File: config.mk
export PLATFORM = sky130hd
export DESIGN_NAME = irq_entry_seq
export DESIGN_NICKNAME = d
export VERILOG_FILES = /design/src/rtl/irq_entry_seq.sv
export SDC_FILE = /design/constraint.sdc
export NUM_CORES = 1
export LEC_CHECK = 0
export ABC_AREA = 0
export BUFFER_PORTS_ARGS = -buffer_cell sky130_fd_sc_hd__buf_2
export CAP_MARGIN = 20
export CELL_PAD_IN_SITES_DETAIL_PLACEMENT = 0
export CELL_PAD_IN_SITES_GLOBAL_PLACEMENT = 1
export CORE_ASPECT_RATIO = 0.5
export CORE_MARGIN = 3
export CORE_UTILIZATION = 35
export CTS_CLUSTER_DIAMETER = 80
export DETAILED_ROUTE_END_ITERATION = 10
export GPL_ROUTABILITY_DRIVEN = 0
export HOLD_SLACK_MARGIN = 0.03
export PLACE_DENSITY_LB_ADDON = 0.2
export SYNTH_ARGS = -nofsm -noshare
export SYNTH_HDL_FRONTEND = slang
export SYNTH_SLANG_ARGS = --single-unit
File: constraint.sdc
create_clock -name clk -period 2.5 [get_ports clk]
set_clock_uncertainty 0.2 [all_clocks]
set_input_delay 0.375 -clock clk [delete_from_list [all_inputs] [get_ports clk]]
set_output_delay 0.375 -clock clk [all_outputs]
set_load 0.05 [all_outputs]
File: src/rtl/irq_entry_seq.sv
module irq_entry_seq #(
  parameter logic [7:0]  STACK_PAGE = 8'h01,
  parameter logic [15:0] MASK_VEC   = 16'hFFFE,
  parameter logic [15:0] NMI_VEC    = 16'hFFFA
) (
  input  logic        clk,
  input  logic        rst_n,
  input  logic        irq_req,
  input  logic        nmi_in,
  input  logic        brk_req,
  input  logic [15:0] pc_in,
  input  logic [7:0]  sp_in,
  input  logic [7:0]  flags_in,
  input  logic [7:0]  bus_rdata,
  output logic [15:0] bus_addr,
  output logic [7:0]  bus_wdata,
  output logic        bus_we,
  output logic        bus_rd,
  output logic [7:0]  sp_out,
  output logic [15:0] pc_out,
  output logic        i_flag_out,
  output logic        busy,
  output logic        done
);

  typedef enum logic [2:0] {
    ST_IDLE, ST_D0, ST_D1, ST_PH, ST_PL, ST_PS, ST_VL, ST_VH
  } st_t;

  st_t         st;
  logic [15:0] pc_r;
  logic [7:0]  sp_r, fl_r;
  logic        is_brk, use_nmi, nmi_q, nmi_pend;

  wire nmi_rise  = nmi_in & ~nmi_q;
  wire grab_nmi  = (st == ST_IDLE) & nmi_pend;
  wire steal_nmi = (st == ST_PS) & is_brk & nmi_pend;
  wire irq_ok    = irq_req & ~flags_in[2];

  wire [15:0] vec_base = use_nmi ? NMI_VEC : MASK_VEC;
  wire [7:0]  status   = {fl_r[7:6], 1'b1, is_brk, fl_r[3:0]};

  always_ff @(posedge clk) begin
    if (!rst_n) begin
      st       <= ST_IDLE;
      pc_r     <= '0;
      sp_r     <= 8'hFF;
      fl_r     <= 8'h04;
      is_brk   <= 1'b0;
      use_nmi  <= 1'b0;
      nmi_q    <= 1'b0;
      nmi_pend <= 1'b0;
    end else begin
      nmi_q    <= nmi_in;
      nmi_pend <= (nmi_pend & ~(grab_nmi | steal_nmi)) | nmi_rise;
      case (st)
        ST_IDLE: begin
          if (nmi_pend || brk_req || irq_ok) begin
            pc_r    <= pc_in;
            sp_r    <= sp_in;
            fl_r    <= flags_in;
            use_nmi <= nmi_pend;
            is_brk  <= ~nmi_pend & brk_req;
            st      <= (~nmi_pend & brk_req) ? ST_D1 : ST_D0;
          end
        end
        ST_D0: st <= ST_D1;
        ST_D1: begin
          if (is_brk) pc_r <= pc_r + 16'd1;
          st <= ST_PH;
        end
        ST_PH: begin
          sp_r <= sp_r - 8'd1;
          st   <= ST_PL;
        end
        ST_PL: begin
          sp_r <= sp_r - 8'd1;
          st   <= ST_PS;
        end
        ST_PS: begin
          sp_r    <= sp_r - 8'd1;
          fl_r[2] <= 1'b1;
          if (steal_nmi) use_nmi <= 1'b1;
          st      <= ST_VL;
        end
        ST_VL: begin
          pc_r[7:0] <= bus_rdata;
          st        <= ST_VH;
        end
        ST_VH: begin
          pc_r[15:8] <= bus_rdata;
          st         <= ST_IDLE;
        end
        default: st <= ST_IDLE;
      endcase
    end
  end

  always_comb begin
    bus_addr  = pc_r;
    bus_wdata = 8'h00;
    case (st)
      ST_PH: begin bus_addr = {STACK_PAGE, sp_r}; bus_wdata = pc_r[15:8]; end
      ST_PL: begin bus_addr = {STACK_PAGE, sp_r}; bus_wdata = pc_r[7:0];  end
      ST_PS: begin bus_addr = {STACK_PAGE, sp_r}; bus_wdata = status;     end
      ST_VL: bus_addr = vec_base;
      ST_VH: bus_addr = vec_base | 16'h0001;
      default: ;
    endcase
  end

  assign bus_we     = (st == ST_PH) | (st == ST_PL) | (st == ST_PS);
  assign bus_rd     = (st == ST_D0) | (st == ST_D1) | (st == ST_VL) | (st == ST_VH);
  assign done       = (st == ST_VH);
  assign busy       = (st != ST_IDLE);
  assign sp_out     = sp_r;
  assign pc_out     = pc_r;
  assign i_flag_out = fl_r[2];

  p_sp_step_r2: assert property (@(posedge clk) disable iff (!rst_n)
    bus_we |=> (sp_out == $past(sp_out) - 8'd1));

  p_iflag_set_r4: assert property (@(posedge clk) disable iff (!rst_n)
    (bus_we && st == ST_PS) |=> i_flag_out);

  p_vec_hi_r5: assert property (@(posedge clk) disable iff (!rst_n)
    done |=> (pc_out[15:8] == $past(bus_rdata)));

  p_steal_clears_r7: assert property (@(posedge clk) disable iff (!rst_n)
    (steal_nmi && !nmi_rise) |=> (!nmi_pend && bus_addr == NMI_VEC));

  p_irq_masked_r9: assert property (@(posedge clk) disable iff (!rst_n)
    (st == ST_IDLE && !nmi_pend && !brk_req && irq_req && flags_in[2]) |=> !busy);

  p_done_pulse_r10: assert property (@(posedge clk) disable iff (!rst_n)
    done |=> !done);

  p_strobe_excl_r10: assert property (@(posedge clk) disable iff (!rst_n)
    $onehot0({bus_we, bus_rd}) && (busy || (!bus_we && !bus_rd)));

endmodule

==> flow_metrics.tcl <==
set metrics [dict create \
    status "completed" \
    core.rowCount 22 \
    worst_slew_pin_slew_ps 868 \
    worstPathMaxFanout 13 \
    vias_per_cell 5.75 \
    synth_edf_count 0 \
    period_minus_slack_ps 2360 \
    syn_avg_cell_area_um2 7.16 \
    grt_pass1_wl_um 15700 \
    cts_hold_buf 0 \
    utilization 0.477 \
    power.density_nw_per_um2 761 \
    rr_worst_depth 5 \
    slew_headroom 0.415 \
    slew_violations 0 \
    clockBufferDepth 2 \
    first_global_vias 2935 \
    drt_iter0_markers 309 \
    via_count 3270 \
    maxCapViolCount 0 \
    antenna_found_initial 0 \
    yosysUniqueCellTypes 54 \
    hold_viol 0 \
    port_buffers 95 \
    layout.cells.most_common_list "95 x buf_2, 51 x nand2_1, 35 x o21ai_0, 35 x dfxtp_1, 25 x nor2_1" \
    top_usage_layer "met2" \
    max_stage_delay_ps 560 \
    cp_slowest_cell "dfxtp_1" \
    grt_max_degree 39 \
    hold_path_class "in2reg" \
    synth_ff_type "dfxtp_1" \
    rsz0062_at_grt "no" \
    ys_warn_count 0 \
    multi_input_area_um2 1880 \
    post_cts_resized 1 \
    dp_slack_ps 220 \
    postCtsSetupBuffers 0 \
    syn-num-nets 429 \
    htree_levels 2 \
    fin_crit_sh 0.946 \
    final_common_cell "buf_2" \
    cts.sinks 37 \
    insertedDiodeCount 0 \
    worstPathRequired_ps 1920 \
    ys_ff_latch 37 \
    ys_seq_area_frac 0.272 \
    cts_buffers 5 \
    die_h_um 68.4 \
    crit_type "reg2out" \
    clkTransAtPathRegs_ps 60 \
    holdWs_ps 112 \
    use_met1 0.330 \
    ioPinCount 98 \
    met3_usage 0.0452 \
    drive_gt1_frac 0.321 \
    ys_async_sr_fraction 0 \
    ant_nets 0 \
    p_leak_nw 1.55 \
    syn_inst 381 \
    overflow 0 \
    path_cells "and3b_1 > nor2_2 > inv_1 > buf_2" \
    setup_viol 0 \
    drt-total-wl_um 10200 \
    grt_usage 0.227 \
    fmax_ghz 0.423 \
    start_util 0.367 \
    cts_tree "built" \
    die_area_um2 8950 \
    total_power_mw 2.70 \
    fillers 788 \
    drc 0 \
    core_area_um2 7430 \
    startpoint_type "flip-flop" \
    dp.cells 563 \
    worstSetupEndpointType "output pin" \
    setup_slack_ps 135 \
    vdd_drop_max_mv 0.364 \
    wl_per_cell_um 17.9 \
    final-instance-count-excl-fill 569 \
    fin_nets 522 \
    cts-root-buf "clkbuf_16" \
    crit_arrival_ps 1790 \
    drt_first_pass_iters 5 \
    whs_path_depth 2 \
    netlist_area_um2 2730 \
    place_hpwl_um 7730 \
    die_w_um 131 \
    synthToLayoutAreaGrowth_pct 30.0 \
    met2_usage 0.356 \
    regArea_um2 743 \
    clock_latency_ps 280 \
]
routing by layer:
metal,up-vias,wire [um]
met1,1568,5040
met2,113,4450
met5,-,0
met4,0,37
li1,1585,-
met3,4,687
cell type report:
type,count,area share
well taps,96,0.0339
flip-flops and latches,37,0.210
inverters,9,0.00953
clock inverters,1,0.00141
multi-input cells,304,0.529
clock buffers,5,0.0353
repair buffers,117,0.181
critical path, delay by kind of cell (launching register included):
kind,cells,cell delay [ps]
flip-flops,1,560
buffers and inverters,2,610
AND/OR/NAND/NOR,2,340
where the power goes:
part,leakage (nW),switching (mW),internal (mW)
Sequential,0.305,0.124,0.668
Combinational,1.18,0.931,0.384
Clock,0.0655,0.234,0.356
Total,1.55,1.29,1.41
kinds of logic (layout without fill, tap and decap cells):
logic type      count (synthesis)  after routing  share of synthesized area
mux                            16             16                     0.0596
flops                          37             37                      0.272
fa+ha+maj                       3              3                     0.0138
simple gates                  149            149                      0.264
buf+inv                        40            132                     0.0569
xor+xnor                        1              1                    0.00321
compound gates                135            135                      0.331
Yosys cell counts (all sizes together), types with 5 or more instances:
master   n  area (um2)
buf      5        22.5
a22o     8        70.1
nor4     5        31.3
dfxtp   37         741
mux2i   14         140
o21ai   47         235
a22oi    8        60.1
inv      9        33.8
nor2    33         124
a21oi   17        85.1
a21boi  12        90.1
nand2b   8        50.1
and2     6        38.8
nor3     7        35.0
o211ai   5        37.5
clkbuf  26        98.8
a31oi    5        31.3
and3     5        31.3
nand3   16        85.1
a32o     6        60.1
nor2b    5        31.3
nand2   51         191
or3      5        42.5
state kept, by name, indices dropped and copies added (netlist names):
name,cells
fl_r,6
is_brk,1
nmi_pend,1
nmi_q,1
pc_out,16
sp_out,8
st,3
use_nmi,1
stage by stage:
step / setup TNS (ps) / instance area, um2
after global placement: 0 / 3410
final: 0 / 3540
after detailed placement: 0 / 3410
after global routing: 0 / 3540
after CTS: 0 / 3540
after floorplan: -144 / 2770
final timing paths:
check / from / slack [ps] / endpoint
worst max register to register: st[1] / 190 / pc_out[2]
worst min-delay path: nmi_in / 110 / nmi_q
worst max-delay path: st[1] / 140 / bus_we
worst min register to register: fl_r[6] / 270 / fl_r[6]
Note: power is estimated with default switching activity, not from simulation.
